==> src/rtl/mdet_pkg.sv <==
package mdet_pkg;

    // Controller states for the measurement sequence
    typedef enum logic [1:0] {
        ST_IDLE  = 2'd0,
        ST_GATE  = 2'd1,
        ST_LATCH = 2'd2,
        ST_FLUSH = 2'd3
    } mdet_state_e;

endpackage

==> src/rtl/mdet_sync_edge.sv <==
module mdet_sync_edge #(
    parameter int STAGES = 2
) (
    input  logic clk,
    input  logic rst,
    input  logic async_i,
    output logic rise_o
);

    logic [STAGES-1:0] chain_q;
    logic              prev_q;

    generate
        for (genvar s = 0; s < STAGES; s++) begin : g_stage
            if (s == 0) begin : g_first
                always_ff @(posedge clk) begin
                    if (rst) chain_q[0] <= 1'b0;
                    else     chain_q[0] <= async_i;
                end
            end else begin : g_next
                always_ff @(posedge clk) begin
                    if (rst) chain_q[s] <= 1'b0;
                    else     chain_q[s] <= chain_q[s-1];
                end
            end
        end
    endgenerate

    always_ff @(posedge clk) begin
        if (rst) prev_q <= 1'b0;
        else     prev_q <= chain_q[STAGES-1];
    end

    assign rise_o = chain_q[STAGES-1] & ~prev_q;

    AST_RISE_SINGLE: assert property (@(posedge clk) disable iff (rst)
        rise_o |=> !rise_o);

endmodule

==> src/rtl/mdet_gate_timer.sv <==
module mdet_gate_timer #(
    parameter int REF_W    = 11,
    parameter int GATE_LEN = 2000
) (
    input  logic clk,
    input  logic rst,
    input  logic clr_i,
    input  logic run_i,
    output logic last_o
);

    localparam logic [REF_W-1:0] LAST_V = REF_W'(GATE_LEN - 1);

    logic [REF_W-1:0] ref_q;
    logic             at_last;

    assign at_last = (ref_q == LAST_V);
    assign last_o  = run_i & at_last;

    always_ff @(posedge clk) begin
        if (rst || clr_i) begin
            ref_q <= '0;
        end else if (run_i && !at_last) begin
            ref_q <= ref_q + 1'b1;
        end
    end

    AST_REF_BOUND: assert property (@(posedge clk) disable iff (rst)
        ref_q <= LAST_V);
    AST_LAST_ONCE: assert property (@(posedge clk) disable iff (rst)
        last_o |=> !last_o);

endmodule

==> src/rtl/mdet_edge_counter.sv <==
module mdet_edge_counter #(
    parameter int CNT_W = 11
) (
    input  logic             clk,
    input  logic             rst,
    input  logic             clr_i,
    input  logic             inc_i,
    output logic [CNT_W-1:0] cnt_o
);

    localparam logic [CNT_W-1:0] MAX_V = {CNT_W{1'b1}};

    logic [CNT_W-1:0] cnt_q;

    always_ff @(posedge clk) begin
        if (rst || clr_i) begin
            cnt_q <= '0;
        end else if (inc_i && (cnt_q != MAX_V)) begin
            cnt_q <= cnt_q + 1'b1;
        end
    end

    assign cnt_o = cnt_q;

    AST_SAT_HOLD: assert property (@(posedge clk) disable iff (rst)
        (cnt_q == MAX_V && !clr_i) |=> (cnt_q == MAX_V));
    AST_NO_WRAP: assert property (@(posedge clk) disable iff (rst)
        !clr_i |=> (cnt_q >= $past(cnt_q)));
    AST_CLR_ZERO: assert property (@(posedge clk) disable iff (rst)
        clr_i |=> (cnt_q == '0));

endmodule

==> src/rtl/mdet_ctrl.sv <==
module mdet_ctrl
    import mdet_pkg::*;
#(
    parameter int CNT_W   = 11,
    parameter int NOMINAL = 1000,
    parameter int THRESH  = 2
) (
    input  logic             clk,
    input  logic             rst,
    input  logic             gate_last_i,
    input  logic [CNT_W-1:0] edge_cnt_i,
    output logic             run_o,
    output logic             clr_o,
    output logic             metal_o,
    output logic [CNT_W-1:0] cnt_o
);

    localparam logic [CNT_W-1:0] NOM_V = CNT_W'(NOMINAL);
    localparam logic [CNT_W-1:0] THR_V = CNT_W'(THRESH);

    mdet_state_e state_q, state_d;
    logic [CNT_W-1:0] diff;
    logic             shifted;

    // State register
    always_ff @(posedge clk) begin
        if (rst) state_q <= ST_IDLE;
        else     state_q <= state_d;
    end

    // Transitions: start, gate_done, latch_done, restart
    always_comb begin
        state_d = state_q;
        unique case (state_q)
            ST_IDLE:  state_d = ST_GATE;
            ST_GATE:  if (gate_last_i) state_d = ST_LATCH;
            ST_LATCH: state_d = ST_FLUSH;
            ST_FLUSH: state_d = ST_GATE;
            default:  state_d = ST_IDLE;
        endcase
    end

    // Tolerance comparison
    always_comb begin
        if (edge_cnt_i >= NOM_V) diff = edge_cnt_i - NOM_V;
        else                     diff = NOM_V - edge_cnt_i;
        shifted = (diff > THR_V);
    end

    // Outputs
    assign run_o = (state_q == ST_GATE);
    assign clr_o = (state_q == ST_FLUSH);

    always_ff @(posedge clk) begin
        if (rst) begin
            metal_o <= 1'b0;
            cnt_o   <= '0;
        end else if (state_q == ST_LATCH) begin
            metal_o <= shifted;
            cnt_o   <= edge_cnt_i;
        end
    end

    AST_CLR_ONE_CYCLE: assert property (@(posedge clk) disable iff (rst)
        clr_o |=> !clr_o);
    AST_CLR_AFTER_LATCH: assert property (@(posedge clk) disable iff (rst)
        (state_q == ST_LATCH) |=> clr_o);
    AST_FLAG_HOLD: assert property (@(posedge clk) disable iff (rst)
        (state_q != ST_LATCH) |=> ($stable(metal_o) && $stable(cnt_o)));
    AST_START_GATE: assert property (@(posedge clk) disable iff (rst)
        (state_q == ST_IDLE) |=> (state_q == ST_GATE));

endmodule

==> src/rtl/gated_freq_metal_det.sv <==
module gated_freq_metal_det #(
    parameter int CNT_W       = 11,
    parameter int REF_W       = 11,
    parameter int GATE_LEN    = 2000,
    parameter int NOMINAL     = 1000,
    parameter int THRESH      = 2,
    parameter int SYNC_STAGES = 2
) (
    input  logic             clk,
    input  logic             rst,
    input  logic             sense_in,
    output logic             metal_o,
    output logic             cnt_clr_o,
    output logic [CNT_W-1:0] edge_cnt_o
);

    logic             rise;
    logic             run;
    logic             clr;
    logic             gate_last;
    logic [CNT_W-1:0] live_cnt;

    mdet_sync_edge #(.STAGES(SYNC_STAGES)) u_sync (
        .clk     (clk),
        .rst     (rst),
        .async_i (sense_in),
        .rise_o  (rise)
    );

    mdet_gate_timer #(.REF_W(REF_W), .GATE_LEN(GATE_LEN)) u_timer (
        .clk    (clk),
        .rst    (rst),
        .clr_i  (clr),
        .run_i  (run),
        .last_o (gate_last)
    );

    mdet_edge_counter #(.CNT_W(CNT_W)) u_count (
        .clk   (clk),
        .rst   (rst),
        .clr_i (clr),
        .inc_i (rise & run),
        .cnt_o (live_cnt)
    );

    mdet_ctrl #(.CNT_W(CNT_W), .NOMINAL(NOMINAL), .THRESH(THRESH)) u_ctrl (
        .clk         (clk),
        .rst         (rst),
        .gate_last_i (gate_last),
        .edge_cnt_i  (live_cnt),
        .run_o       (run),
        .clr_o       (clr),
        .metal_o     (metal_o),
        .cnt_o       (edge_cnt_o)
    );

    assign cnt_clr_o = clr;

    AST_RESET_QUIET: assert property (@(posedge clk)
        $past(rst) |-> (!metal_o && !cnt_clr_o && edge_cnt_o == '0));

endmodule

==> config.mk <==
export PLATFORM = sky130hd
export DESIGN_NAME = gated_freq_metal_det
export DESIGN_NICKNAME = d
export VERILOG_FILES = /design/src/rtl/mdet_pkg.sv /design/src/rtl/mdet_sync_edge.sv /design/src/rtl/mdet_gate_timer.sv /design/src/rtl/mdet_edge_counter.sv /design/src/rtl/mdet_ctrl.sv /design/src/rtl/gated_freq_metal_det.sv
export SDC_FILE = /design/constraint.sdc
export NUM_CORES = 1
export LEC_CHECK = 0
export ABC_CLOCK_PERIOD_IN_PS = 3780
export CORE_UTILIZATION = 40
export CTS_BUF_LIST = sky130_fd_sc_hd__clkbuf_4 sky130_fd_sc_hd__clkbuf_8 sky130_fd_sc_hd__clkbuf_16
export CTS_CLUSTER_SIZE = 10
export DETAILED_ROUTE_END_ITERATION = 16
export PLACE_DENSITY_LB_ADDON = 0.05
export SETUP_SLACK_MARGIN = 0.2
export SLEW_MARGIN = 10
export SYNTH_ARGS = -nofsm -noshare
export SYNTH_HDL_FRONTEND = slang
export SYNTH_SLANG_ARGS = --single-unit
==> constraint.sdc <==
create_clock -name clk -period 3.78 [get_ports clk]
set_clock_uncertainty 0.1 [all_clocks]
set_input_delay 0.378 -clock clk [delete_from_list [all_inputs] [get_ports clk]]
set_output_delay 0.378 -clock clk [all_outputs]
set_load 0.02 [all_outputs]
Yosys cells after proc, flatten, opt, wreduce, memory -nomap -nowiden. Cells that the tools add are included.

Bits in registers: 39. Bits of input ports: 3. Output and inout bits: 13. Logic and storage cells: 33.

Add/subtract/negate cells: 4. Order comparisons: 2. Equal/unequal tests: 6. Multiplexer cells: 3. Bitwise gates (word level): 4. Reductions and logical operators: 6.

Operators by type and width (count): 11-bit by 1-bit adder with 11-bit output (second input constant) (2); 11-bit == test (second input constant) (1); 11-bit by 10-bit >= comparator with 1-bit output (second input constant) (1); 11-bit by 2-bit greater-than comparator with 1-bit output (second input constant) (1); 11-bit two-way mux (1); 11-bit inequality test (second input constant) (1); 10-bit by 11-bit subtractor with 11-bit output (first input constant) (1); 11-bit by 10-bit subtractor with 11-bit output (second input constant) (1); 2-bit case mux with 3 select lines (1); 2-bit == test (second input constant) (2); 1-bit bitwise AND (3); 2-bit by 1-bit == test with 1-bit output (second input constant) (1); 1-bit logical AND (2); 2-bit zero test (1); 2-bit two-way mux (1); 2-bit by 1-bit inequality test with 1-bit output (second input constant) (1); 2-bit OR reduction (1); 1-bit zero test (1); 1-bit logical OR (1); 1-bit inverter (1).

Longest topological paths before layout.
Depth after elaboration: 4. Mapped depth: 9. Mapped depth without buffers: 8.

Modules after synthesis. Synthesis repeated with hierarchy kept, for this count alone.

Cells, all modules: 293. Area, all modules: 2503.7 µm².

Modules (own cells, without submodules): mdet_ctrl (instances 1, cells an instance 141, area each 1157.4 µm², sequential area each 280.3 µm²); mdet_edge_counter (instances 1, cells an instance 73, area each 638.1 µm², sequential area each 220.2 µm²); mdet_gate_timer (instances 1, cells an instance 71, area each 614.3 µm², sequential area each 220.2 µm²); mdet_sync_edge (instances 1, cells an instance 7, area each 87.6 µm², sequential area each 60.1 µm²); gated_freq_metal_det (instances 1, cells an instance 1, area each 6.3 µm², sequential area each 0.0 µm²).

Least setup slack after synthesis. No wires, ideal clock.

Path type: reg-to-reg. From: reg u_count.cnt_q[3] (netlist: u_count.cnt_o[3]). To: reg u_ctrl.metal_o. Setup time: 0.079 ns. Data arrival time: 2.176 ns. Data required time: 3.601 ns. Path slack: 1.425 ns. Cell stages (with the launch flop): 10. Path buffers: 2. Period minus slack after synthesis: 2.355 ns. Cell sequence: dfxtp_1 > buf_2 > inv_1 > ha_1 > clkbuf_1 > a211oi_2 > or4_4 > and3_4 > o2111a_1 > a211oi_2.

Longest elaborated chain between the ends: 3. Elaborated cells on any way between the ends: 5. Those cells by class: add/sub (2); order compare (2); mux (1).

RTL lines: start, declared (line mdet_edge_counter.sv:13) `logic [CNT_W-1:0] cnt_q;`; start signal, assigned (line mdet_edge_counter.sv:19) `cnt_q <= cnt_q + 1'b1;`; 10-bit by 11-bit subtractor with 11-bit output, or another cell as far along (line mdet_ctrl.sv:46) `else diff = NOM_V - edge_cnt_i;`; 11-bit two-way mux (*) (line mdet_ctrl.sv:45) `if (edge_cnt_i >= NOM_V) diff = edge_cnt_i - NOM_V;`; 11-bit by 2-bit greater-than comparator with 1-bit output (*) (line mdet_ctrl.sv:47) `shifted = (diff > THR_V);`; end signal, assigned (line mdet_ctrl.sv:59) `metal_o <= shifted;`; end, declared (line mdet_ctrl.sv:14) `output logic metal_o,`.

Mark *: on every way between the ends. The rest lies on a longest branch, timed or not. A chain may end at the register's enable or synchronous reset.

Worst setup path in the final report. Same ends and word-level chain as after synthesis.

==> metrics <==
Starting Density 41.9%; total routed wirelength 4500 µm; Boundary Pins 16; TritonCTS sink count 39; number of core rows 26; area added between synthesis and finish 11.4%; CP max-delay cell sky130_fd_sc_hd__dfxtp_1; buffer depth of the longest clock path 2; Max Slew Vio Count 0; startpoint-to-endpoint class of the critical path flop to flop; clock buffer count from CTS 5; DRT antenna net count 0; Post-CTS Setup Inserts 0; count of port buffers added during placement 15; crit start category flop; flip-flop and latch count after synthesis 39; Die X-Extent 75.4 µm; via count of the first global-routing pass 1473; primary flip-flop cell chosen by synthesis mapping sky130_fd_sc_hd__dfxtp_1; leakage component of the power 0.838 nW; average wire per cell in the routed design 14.3 µm; TritonCTS clock tree built; number of DRC markers after the initial detailed-route iteration 132; final worst path period share 68.1%; count of maximum capacitance violations 0; time the final worst path needs with I/O delays and setup 2.57 ns; DIE HEIGHT 75.4 µm; critical path's most frequent cell sky130_fd_sc_hd__a211oi_2; max-slew headroom at the worst pin 43.7%; share of post-route cells with drive strength above 1 9.02%; Worst Max-Slew Pin Slew 0.833 ns; post-placement cell count 306; post-detailed-route via-to-cell ratio 5.27; maximum frequency from static timing analysis 0.389 GHz; peak supply drop 0.293 mV; source-to-sink clock delay at the later pin of the worst-skew pair 0.29 ns; maximum fanout count along the critical path 14; total global routing overflow 0; total core area 5140 µm²; Final nets 258; instance count of the mapped netlist 236; summed negative setup slack over all endpoints 0 ns; CTS clock-pin slew for the worst setup and hold paths 0.08 ns; vias post-DR 1654; outcome finished clean; # fillers 544; drt first pass iters 4; # DRC 0; arrival time at the worst endpoint 2.69 ns; post-cts resize count 0; register cell area after layout 781 µm²; chain of cells forming the critical path inv_1 -> ha_1 -> a211oi_2 -> o22ai_1 -> and3_4 -> o2111a_1 -> a211oi_2; non-filler instance count after layout 314; number of synthesis warnings 0; area of combinational cells with multiple inputs 1260 µm²; areal power density over the cells 386 nW/µm²; number of buffers inserted by hold repair at cts 0; utilization after layout 46.7%; Critical Path Max Stage Delay 0.66 ns; routability-driven placement congestion ratio 0.776; H-tree level count 2; mean cell area of the mapped netlist 9.13 µm²; Req. time, crit path 3.90 ns; path type of the worst min-delay path flop to flop; wire length of the first global-routing pass 7520 µm; Cell variety after synth 54; unrepaired setup endpoints after global routing false; nets in the synthesized netlist 251; count of final hold-check violations 0; sequential fraction of the synthesis area 36.2%; clock root cell sky130_fd_sc_hd__clkbuf_8; Post-synth ARST share 0%; Total GRT Usage 17.8%; number of enable-type register cells in the synthesized netlist 0; number of antenna cells inserted 0; cell area after synthesis 2160 µm²; Setup violations, final 0; area enclosed by the die boundary 5690 µm²; initial antenna violation count 0; crit end category flop; post-detailed-placement half-perimeter wirelength 3100 µm; pin count of the biggest net entering global routing 23
routing by layer:
layer	global-route usage (%)	routed length, µm	share of wire (%)	vias to the layer above
li1	-	-	-	851
met1	24.4	2290	51	780
met2	27.2	2070	46	19
met3	4.76	92	2.0	4
met4	6.17	42	0.93	0
met5	0	0	0	-
cell type report:
type	count	share of cell area (%)
multi-input cells	173	52.3
flip-flops and latches	39	32.5
repair buffers	16	6.57
well taps	70	3.65
clock buffers	6	3.18
inverters	8	1.25
clock inverters	2	0.521
cell usage after synthesis (all sizes together), types with 2 or more instances:
| library cell | number | area share (%) |
|---|---|---|
| and4 | 3 | 1.2 |
| nand4 | 7 | 2.0 |
| a21oi | 11 | 2.6 |
| a211oi | 4 | 1.9 |
| buf | 9 | 2.9 |
| xor2 | 10 | 4.1 |
| xnor2 | 8 | 3.3 |
| and3 | 6 | 2.0 |
| mux2i | 14 | 6.5 |
| or3 | 2 | 0.58 |
| nor2 | 37 | 6.4 |
| nand3b | 2 | 0.70 |
| nor3 | 4 | 0.93 |
| or2 | 2 | 0.58 |
| inv | 8 | 1.4 |
| clkbuf | 7 | 1.2 |
| ha | 12 | 7.0 |
| o21ai | 5 | 1.2 |
| nor4b | 2 | 1.5 |
| a31oi | 2 | 0.58 |
| dfxtp | 39 | 36 |
| nand3 | 6 | 1.4 |
| nand2 | 9 | 1.7 |
| nor2b | 4 | 1.2 |
| o32ai | 2 | 0.81 |
power breakdown:
group          switching [mW]  total, mW  internal [mW]
logic                   0.103      0.183         0.0797
registers              0.0227      0.457          0.434
clock network           0.152      0.288          0.136
cells by family (layout without fill, tap and decap cells):
family / after synthesis / in the layout / share of synthesized area (%)
AO/OA/AOI/OAI: 40 / 40 / 14.5
XOR/XNOR: 18 / 18 / 7.31
adder cells (fa/ha/maj): 12 / 12 / 6.96
buffers and inverters: 24 / 32 / 5.51
flip-flops: 39 / 39 / 36.2
multiplexers: 14 / 14 / 6.50
AND/OR/NAND/NOR: 89 / 89 / 23.0
final timing paths:
path	start	end	slack (ns)	cells after the start
worst max-delay path	u_count.cnt_o[3]$_SDFFE_PP0P_	u_ctrl.metal_o$_SDFFE_PP0N_	1.21	7
worst min-delay path	u_sync.chain_q[0]$_SDFF_PP0_	u_sync.chain_q[1]$_SDFF_PP0_	0.34	1
worst max register to register	u_count.cnt_o[3]$_SDFFE_PP0P_	u_ctrl.metal_o$_SDFFE_PP0N_	1.21	7
worst min register to register	u_sync.chain_q[0]$_SDFF_PP0_	u_sync.chain_q[1]$_SDFF_PP0_	0.34	1
cells in the final DEF (no fill, tap or decap), types with 3 or more instances in the layout:
cell,count
sky130_fd_sc_hd__a21oi_1,11
sky130_fd_sc_hd__clkdlybuf4s50_1,15
sky130_fd_sc_hd__clkbuf_8,5
sky130_fd_sc_hd__nand3_1,6
sky130_fd_sc_hd__inv_1,8
sky130_fd_sc_hd__mux2i_1,14
sky130_fd_sc_hd__and3_1,4
sky130_fd_sc_hd__nand2_1,8
sky130_fd_sc_hd__o21ai_0,5
sky130_fd_sc_hd__ha_1,12
sky130_fd_sc_hd__xor2_1,10
sky130_fd_sc_hd__and4_1,3
sky130_fd_sc_hd__nor2b_1,4
sky130_fd_sc_hd__nand4_1,7
sky130_fd_sc_hd__dfxtp_1,39
sky130_fd_sc_hd__nor3_1,4
sky130_fd_sc_hd__xnor2_1,8
sky130_fd_sc_hd__nor2_1,37
sequential cells by signal, summed over array words and instances (netlist names):
signal          cells
u_count.cnt_o      11
u_ctrl.cnt_o       11
u_timer.ref_q      11
u_ctrl.state_q      2
u_sync.chain_q      2
u_ctrl.metal_o      1
u_sync.prev_q       1
through the flow:
stage / hold slack (ns) / cell area (µm²) / total power, mW / setup WS [ns]
after floorplan: 0.314 / 2160 / 0.606 / 1.42
after global placement: 0.322 / 2310 / 0.655 / 1.34
after detailed placement: 0.325 / 2310 / 0.652 / 1.25
after CTS: 0.343 / 2400 / 0.946 / 1.24
after global routing: 0.353 / 2400 / 0.992 / 1.08
final: 0.342 / 2400 / 0.927 / 1.21
worst max-delay path: cells and delay by family (launching register included):
kind                       cells  cell delay [ns]
DFF                            1             0.66
AOI/OAI and AO/OA              4             0.96
and+or+nand+nor                1             0.21
buffers and inverters          1             0.20
adders and majority gates      1             0.36
Note: power is estimated with default switching activity, not from simulation.
